File: src/rtl/blkmove_pkg.sv
package blkmove_pkg;
   typedef enum logic [1:0] {ST_IDLE, ST_FETCH, ST_STORE} bm_state_e;
   localparam logic [7:0] OFS_HADDR = 8'h60;
   localparam logic [7:0] OFS_LADDR = 8'h64;
   localparam logic [7:0] OFS_COUNT = 8'h68;
   localparam logic [7:0] OFS_CMD   = 8'h6C;
   localparam logic [7:0] OFS_INT   = 8'h70;
   localparam logic [1:0] CMD_L2H   = 2'd1;
   localparam logic [1:0] CMD_H2L   = 2'd2;
endpackage

File: src/rtl/bm_regs.sv
module bm_regs
   import blkmove_pkg::*;
#(
   parameter int AW = 32,
   parameter int DW = 32,
   parameter int CW = 16
) (
   input  logic          clk,
   input  logic          rst_n,
   input  logic          reg_wr,
   input  logic [7:0]    reg_addr,
   input  logic [DW-1:0] reg_wdata,
   output logic [DW-1:0] reg_rdata,
   input  logic          busy,
   input  logic          step,
   input  logic          fin,
   input  logic          abrt,
   input  logic          corr_err,
   output logic [AW-1:0] host_base,
   output logic [AW-1:0] loc_base,
   output logic [1:0]    cmd,
   output logic          start,
   output logic          stop,
   output logic          cnt_last,
   output logic          cnt_zero,
   output logic          irq
);
   localparam logic [CW-1:0] WORD_BYTES = CW'(4);

   logic [AW-1:0] host_q, loc_q;
   logic [CW-1:0] cnt_q;
   logic [1:0]    cmd_q;
   logic [2:0]    en_q, sts_q, clr;
   logic          wr_cmd, wr_int, go_ok;

   assign wr_cmd   = reg_wr && (reg_addr == OFS_CMD);
   assign wr_int   = reg_wr && (reg_addr == OFS_INT);
   assign go_ok    = (reg_wdata == DW'(CMD_L2H)) || (reg_wdata == DW'(CMD_H2L));
   assign start    = wr_cmd && !busy && go_ok;
   assign stop     = wr_cmd && (reg_wdata == '0);
   assign cnt_last = (cnt_q <= WORD_BYTES);
   assign cnt_zero = (cnt_q == '0);
   assign clr      = wr_int ? reg_wdata[10:8] : 3'b000;
   assign irq      = (sts_q[0] & en_q[0]) | (sts_q[1] & en_q[1]) | (sts_q[2] & ~en_q[2]);
   assign host_base = host_q;
   assign loc_base  = loc_q;
   assign cmd       = cmd_q;

   always_ff @(posedge clk) begin
      if (!rst_n) begin
         host_q <= '0;
         loc_q  <= '0;
         cnt_q  <= '0;
         cmd_q  <= '0;
         en_q   <= '0;
         sts_q  <= '0;
      end else begin
         if (step) begin
            host_q <= host_q + AW'(4);
            loc_q  <= loc_q + AW'(4);
            cnt_q  <= cnt_last ? '0 : cnt_q - WORD_BYTES;
         end else if (!busy && reg_wr) begin
            if (reg_addr == OFS_HADDR) host_q <= reg_wdata[AW-1:0];
            if (reg_addr == OFS_LADDR) loc_q  <= reg_wdata[AW-1:0];
            if (reg_addr == OFS_COUNT) cnt_q  <= reg_wdata[CW-1:0];
         end
         if (start)     cmd_q <= reg_wdata[1:0];
         else if (stop) cmd_q <= '0;
         if (wr_int) en_q <= reg_wdata[2:0];
         sts_q <= (sts_q & ~clr) | {abrt, corr_err, fin};
      end
   end

   always_comb begin
      unique case (reg_addr)
         OFS_HADDR: reg_rdata = DW'(host_q);
         OFS_LADDR: reg_rdata = DW'(loc_q);
         OFS_COUNT: reg_rdata = DW'(cnt_q);
         OFS_CMD:   reg_rdata = DW'(cmd_q);
         OFS_INT:   reg_rdata = DW'({sts_q, 5'b00000, en_q});
         default:   reg_rdata = '0;
      endcase
   end

   // count is frozen while a move runs, except for word steps
   a_r10_cnt_frozen: assert property (@(posedge clk) disable iff (!rst_n)
      (busy && !step) |=> $stable(cnt_q));
   // every word step strictly lowers the count
   a_r5_cnt_drops: assert property (@(posedge clk) disable iff (!rst_n)
      step |=> (cnt_q < $past(cnt_q)));
   // completion is recorded in the status field
   a_r6_done_set: assert property (@(posedge clk) disable iff (!rst_n)
      fin |=> sts_q[0]);
   // abort is recorded in the status field
   a_r9_abort_set: assert property (@(posedge clk) disable iff (!rst_n)
      abrt |=> sts_q[2]);
endmodule

File: src/rtl/bm_engine.sv
module bm_engine
   import blkmove_pkg::*;
#(
   parameter int AW = 32,
   parameter int DW = 32
) (
   input  logic          clk,
   input  logic          rst_n,
   input  logic          start,
   input  logic          stop,
   input  logic          abort_err,
   input  logic [1:0]    dir,
   input  logic          cnt_zero,
   input  logic          cnt_last,
   input  logic [AW-1:0] host_base,
   input  logic [AW-1:0] loc_base,
   output logic          loc_req,
   output logic          loc_we,
   output logic [AW-1:0] loc_addr,
   output logic [DW-1:0] loc_wdata,
   input  logic          loc_ack,
   input  logic [DW-1:0] loc_rdata,
   output logic          host_req,
   output logic          host_we,
   output logic [AW-1:0] host_addr,
   output logic [DW-1:0] host_wdata,
   input  logic          host_ack,
   input  logic [DW-1:0] host_rdata,
   output logic          busy,
   output logic          step,
   output logic          fin,
   output logic          abrt
);
   bm_state_e     st_q;
   logic [DW-1:0] buf_q;
   logic          src_loc, src_ack, dst_ack;
   logic [DW-1:0] src_data;

   assign src_loc  = (dir == CMD_L2H);
   assign busy     = (st_q != ST_IDLE);
   assign src_ack  = src_loc ? loc_ack : host_ack;
   assign dst_ack  = src_loc ? host_ack : loc_ack;
   assign src_data = src_loc ? loc_rdata : host_rdata;
   assign loc_req  = ((st_q == ST_FETCH) && src_loc) || ((st_q == ST_STORE) && !src_loc);
   assign host_req = ((st_q == ST_FETCH) && !src_loc) || ((st_q == ST_STORE) && src_loc);
   assign loc_we   = (st_q == ST_STORE);
   assign host_we  = (st_q == ST_STORE);
   assign loc_addr   = loc_base;
   assign host_addr  = host_base;
   assign loc_wdata  = buf_q;
   assign host_wdata = buf_q;
   assign abrt = busy && abort_err;
   assign step = (st_q == ST_STORE) && dst_ack && !abort_err && !stop;
   assign fin  = (step && cnt_last) || (start && cnt_zero);

   always_ff @(posedge clk) begin
      if (!rst_n) begin
         st_q  <= ST_IDLE;
         buf_q <= '0;
      end else if (abrt || stop) begin
         st_q <= ST_IDLE;
      end else begin
         unique case (st_q)
            ST_IDLE:  if (start && !cnt_zero) st_q <= ST_FETCH;
            ST_FETCH: if (src_ack) begin
                         buf_q <= src_data;
                         st_q  <= ST_STORE;
                      end
            ST_STORE: if (dst_ack) st_q <= cnt_last ? ST_IDLE : ST_FETCH;
            default:  st_q <= ST_IDLE;
         endcase
      end
   end

   // one port at a time, request held until acknowledged
   a_r13_one_port: assert property (@(posedge clk) disable iff (!rst_n)
      $onehot0({loc_req, host_req}));
   a_r13_loc_hold: assert property (@(posedge clk) disable iff (!rst_n)
      (loc_req && !loc_ack && !abort_err && !stop) |=> loc_req);
   a_r13_host_hold: assert property (@(posedge clk) disable iff (!rst_n)
      (host_req && !host_ack && !abort_err && !stop) |=> host_req);
   // abort returns the engine to idle
   a_r9_abort_idle: assert property (@(posedge clk) disable iff (!rst_n)
      abrt |=> !busy);
   // stop returns the engine to idle
   a_r11_stop_idle: assert property (@(posedge clk) disable iff (!rst_n)
      stop |=> !busy);
endmodule

File: src/rtl/blkmove_dma.sv
module blkmove_dma
   import blkmove_pkg::*;
#(
   parameter int ADDR_W = 32,
   parameter int DATA_W = 32,
   parameter int CNT_W  = 16
) (
   input  logic              clk,
   input  logic              rst_n,
   input  logic              reg_wr,
   input  logic [7:0]        reg_addr,
   input  logic [DATA_W-1:0] reg_wdata,
   output logic [DATA_W-1:0] reg_rdata,
   output logic              loc_req,
   output logic              loc_we,
   output logic [ADDR_W-1:0] loc_addr,
   output logic [DATA_W-1:0] loc_wdata,
   input  logic              loc_ack,
   input  logic [DATA_W-1:0] loc_rdata,
   output logic              host_req,
   output logic              host_we,
   output logic [ADDR_W-1:0] host_addr,
   output logic [DATA_W-1:0] host_wdata,
   input  logic              host_ack,
   input  logic [DATA_W-1:0] host_rdata,
   input  logic              abort_err,
   input  logic              corr_err,
   output logic              irq
);
   generate
      if (DATA_W < 11) begin : g_bad_dw
         $error("DATA_W must hold the interrupt status field");
      end
      if (ADDR_W > DATA_W || CNT_W > DATA_W) begin : g_bad_fit
         $error("address and count must fit in one register word");
      end
      if (CNT_W < 3) begin : g_bad_cw
         $error("CNT_W must count at least one word");
      end
   endgenerate

   logic              busy, step, fin, abrt, start, stop, cnt_last, cnt_zero;
   logic [1:0]        cmd;
   logic [ADDR_W-1:0] host_base, loc_base;

   bm_regs #(.AW(ADDR_W), .DW(DATA_W), .CW(CNT_W)) u_regs (
      .clk(clk), .rst_n(rst_n), .reg_wr(reg_wr), .reg_addr(reg_addr),
      .reg_wdata(reg_wdata), .reg_rdata(reg_rdata), .busy(busy), .step(step),
      .fin(fin), .abrt(abrt), .corr_err(corr_err), .host_base(host_base),
      .loc_base(loc_base), .cmd(cmd), .start(start), .stop(stop),
      .cnt_last(cnt_last), .cnt_zero(cnt_zero), .irq(irq)
   );

   bm_engine #(.AW(ADDR_W), .DW(DATA_W)) u_eng (
      .clk(clk), .rst_n(rst_n), .start(start), .stop(stop), .abort_err(abort_err),
      .dir(cmd), .cnt_zero(cnt_zero), .cnt_last(cnt_last), .host_base(host_base),
      .loc_base(loc_base), .loc_req(loc_req), .loc_we(loc_we), .loc_addr(loc_addr),
      .loc_wdata(loc_wdata), .loc_ack(loc_ack), .loc_rdata(loc_rdata),
      .host_req(host_req), .host_we(host_we), .host_addr(host_addr),
      .host_wdata(host_wdata), .host_ack(host_ack), .host_rdata(host_rdata),
      .busy(busy), .step(step), .fin(fin), .abrt(abrt)
   );

   // no request leaves the block during reset
   a_r1_quiet_reset: assert property (@(posedge clk)
      !rst_n |=> (!loc_req && !host_req));
endmodule

File: config.mk
export PLATFORM = sky130hd
export DESIGN_NAME = blkmove_dma
export DESIGN_NICKNAME = d
export VERILOG_FILES = /design/src/rtl/blkmove_pkg.sv /design/src/rtl/bm_regs.sv /design/src/rtl/bm_engine.sv /design/src/rtl/blkmove_dma.sv
export SDC_FILE = /design/constraint.sdc
export NUM_CORES = 1
export LEC_CHECK = 0
export BUFFER_PORTS_ARGS = -buffer_cell sky130_fd_sc_hd__buf_4
export CAP_MARGIN = 20
export CORE_MARGIN = 2
export CORE_UTILIZATION = 54
export DETAILED_ROUTE_END_ITERATION = 8
export PLACE_DENSITY = 0.83
export SLEW_MARGIN = 20
export SYNTH_ARGS = -nofsm -noshare
export SYNTH_HDL_FRONTEND = slang
export SYNTH_SLANG_ARGS = --single-unit
File: constraint.sdc
create_clock -name clk -period 6.1 [get_ports clk]
set_input_delay 0.915 -clock clk [delete_from_list [all_inputs] [get_ports clk]]
set_output_delay 0.915 -clock clk [all_outputs]
set_load 0.05 [all_outputs]
==> impl_results.md <==
- WL/cell: 20.6 microns
- Register area: roughly 0.0024 sq mm
- Root Buffer: clkbuf_16
- Routed wire length: between 20000 and 30000 microns
- Fill count: 1124
- CTS tree: yes
- Most Crowded Layer GR: met2
- Clock share of power: between 50% and 60%
- Die Height: roughly 120 microns
- Post-Route Utilization: just over 70%
- ANT cells: 0
- GR Overflow Total: 0
- Global Route met3 Usage: between 8 and 9%
- CP Capture Type: output port
- RSZ-0062 raised after global routing: no
- Avg Cell Area, Syn: 7.79 sq um
- CTS resizes: 0
- Gpl congestion: 0.972
- Leak: a little over 4 nW
- Sequential element share of the synthesized area: roughly a third
- Via density: around 6.4
- Actual slew at the worst max-slew pin: between 1 and 1.5 ns
- Flop2flop setup slack: 2.16 ns
- Number of global-route vias before repair: around 8300
- Number of synthesis warnings: 0
- Hold crit path type: reg -> reg
- Area Growth Syn to Fin: 32.4%
- DRT iter0 DRCs: between 900 and 1000
- GRT Overall Usage: 37.4%
- CORE AREA: around 0.014 sq mm
- Nets: roughly 1300
- Period minus WS final: between 4 and 5 ns
- # setup viols final: 0
- WS Path Type: in -> out
- Post-synth EDFFs: 0
- CTS Buffer Depth: 2
- Synth unique cells: 65
- M2 GR Usage: between 50% and 60%
- Pin count of the biggest net entering global routing: 65
- Status: completed
- Yosys reg bits: between 100 and 150
- Worst Setup SP: reg_addr[1]
- Reg2reg start: u_regs.cmd[1]$_SDFFE_PN0P_
- Worst endpoint required time: 5.18 ns
- CTS Hold Bufs: 0
- Max-slew violations: 0
- Synth Instances: 965
- WP data arrival: 3.43 ns
- Area contributors post-synth: dfxtp_1, mux2i_1, nand2_1, nor2_1, a21oi_1
- IO Port Bufs: between 200 and 300
- Drt drc: 0
- Async SR Flop Fraction: 0%
- Worst Hold Depth: 2
- Fin. Hold Viols: 0
- Mapped Area: approximately 0.0075 sq mm
- R2R Path End: u_regs.loc_base[9]$_SDFFE_PN0P_
- Die width: approximately 120 microns
- Sw frac: 23.2%
- Layout cell share with drive strength beyond 1: about 29%
- Clock Skew: roughly 0.0069 ns
- Skew-Pair Late Insertion Delay: 0.43 ns
- R2R depth: 7
- Reg clk slew, reported paths: approximately 0.05 ns
- Cell with the most instances after synthesis: dfxtp_1
- Pre-Repair DR Iteration Count: 7
- Max_cap viols: 0
- Switching power: 0.435 mW
- Met1 track demand over resource: 48.9%
- Post-synth top area share: between 30 and 40%
- VDD IR-drop max: 0.000193 V
- Total negative slack: 0 ns
- Commonest register cell after synthesis: dfxtp_1
- H-tree depth: 4
- Initial Util: 54.8%
- Inserted Clock Buffers: 17
- Antenna violations before repair: 0
- Row Count: 43
- Slew HR: between 20% and 30%
- I/O Pins: 276
- PwrDens: about 190 mW/mm^2
- Via count: slightly below 9000
- CP Max Fanout: 23
- # Post-CTS Setup Buffers: 0
- Combinational share of power: under 10%
- Multi-input combinational cell area: about 0.0045 sq mm
- Ratio of final minimum period to clock period: a little under three quarters
- Sink Count: between 100 and 150
- HPWL after DPL: between 20000 and 25000 microns
- Commonest cells in the netlist: dfxtp_1, nand2_1, nor2_1, a21oi_1, clkbuf_1
- First-pass GRT wire length: around 44000 microns
- Die area: 0.0149 sq mm
- Total nets after synthesis: 1081
- Startpoint class of the critical path: input port
- HP Start: u_regs.en_q[2]$_SDFFE_PN0N_
- Register share of total power: between 40% and 50%
- Fmax: 0.230 GHz
- P_int: between 1 and 1.5 mW
- Min-Delay Endpoint: u_regs.en_q[2]$_SDFFE_PN0N_
- Antenna-violating nets left: 0
- Post-synth top area cell: dfxtp_1
area by class of cell:
type                    instances  share of cell area (%)
multi-input cells             729                    45.6
flip-flops and latches        122                    24.5
repair buffers                287                    21.6
clock buffers                  24                    4.74
well taps                     180                    2.26
clock inverters                 8                   0.704
inverters                      14                   0.528
kinds of logic (layout without fill, tap and decap cells):
logic type,after synthesis,count (layout),share of synthesized area (%)
xor gates and xnor gates,7,7,0.816
buffers and inverters,114,333,7.67
muxes,56,56,7.86
AOI/OAI and AO/OA,260,260,23.8
DFF,122,122,32.5
and+or+nand+nor,401,401,26.5
adders and majority gates,5,5,0.832
cell usage in the layout, fill, tap and decap left out, types with 7 or more instances in the layout:
master     instances
buf_4            287
nand2b_1           7
mux2i_1           50
o21ai_0           29
dfxtp_1          122
inv_1             13
or3_1             23
a211oi_1          35
nand4_1           21
a221o_1            7
o21a_1            11
a22oi_1           11
nor3_1            28
nor4_1            18
a31oi_1           20
nand2_1          113
a22o_1            16
nand3_1           34
nor2_1            92
and3_1            16
clkbuf_16         17
a21oi_1           63
o211ai_1          26
routing by layer:
layer,wire (microns),vias to the layer above
met5,0,-
met4,945,0
met3,3270,90
met2,13000,610
met1,10900,4083
li1,-,3989
per-stage QoR:
stage / area [sq um] / std cells / hold WS (ns) / setup WS, ns / power [mW]
6_report: 9960 / 1364 / 0.473 / 1.75 / 1.87
5_1_grt: 9960 / 1364 / 0.499 / 1.65 / 1.92
4_1_cts: 9960 / 1364 / 0.474 / 1.82 / 1.87
3_5_place_dp: 9410 / 1332 / 0.466 / 1.83 / 0.944
3_3_place_gp: 9410 / 1332 / 0.461 / 1.88 / 0.942
2_1_floorplan: 7520 / 965 / 0.446 / 2.51 / 0.861
power by group through the flow:
stage	Sequential [mW]	Clock (mW)	Combinational [mW]
after floorplan	0.820	0	0.0408
after global placement	0.818	0	0.124
after detailed placement	0.818	0	0.126
after CTS	0.801	0.945	0.127
after global routing	0.801	0.983	0.136
final	0.801	0.941	0.130
flip-flops by register name (all words and copies together), names as in the netlist:
signal	flops
u_regs.en_q	3
u_eng.st_q	2
u_eng.host_wdata	32
u_regs.cnt_q	16
u_regs.cmd	2
u_regs.sts_q	3
u_regs.loc_base	32
u_regs.host_base	32
worst max-delay path, cell delays in order:
cell and delay, ns:
buf_4 0.11, nor2_1 0.41, nand2_1 0.67, nor2_1 0.55, buf_4 0.34, a22o_1 0.21, buf_4 0.20
worst max path at each step:
stage	to	slack, ns	depth (start not counted)
after global placement	reg_rdata[16]	1.88	7
after detailed placement	reg_rdata[16]	1.83	7
after floorplan	reg_rdata[16]	2.51	5
final	reg_rdata[16]	1.75	7
after global routing	reg_rdata[16]	1.65	7
after CTS	reg_rdata[29]	1.82	7
Power figures use the tool's default switching activity.
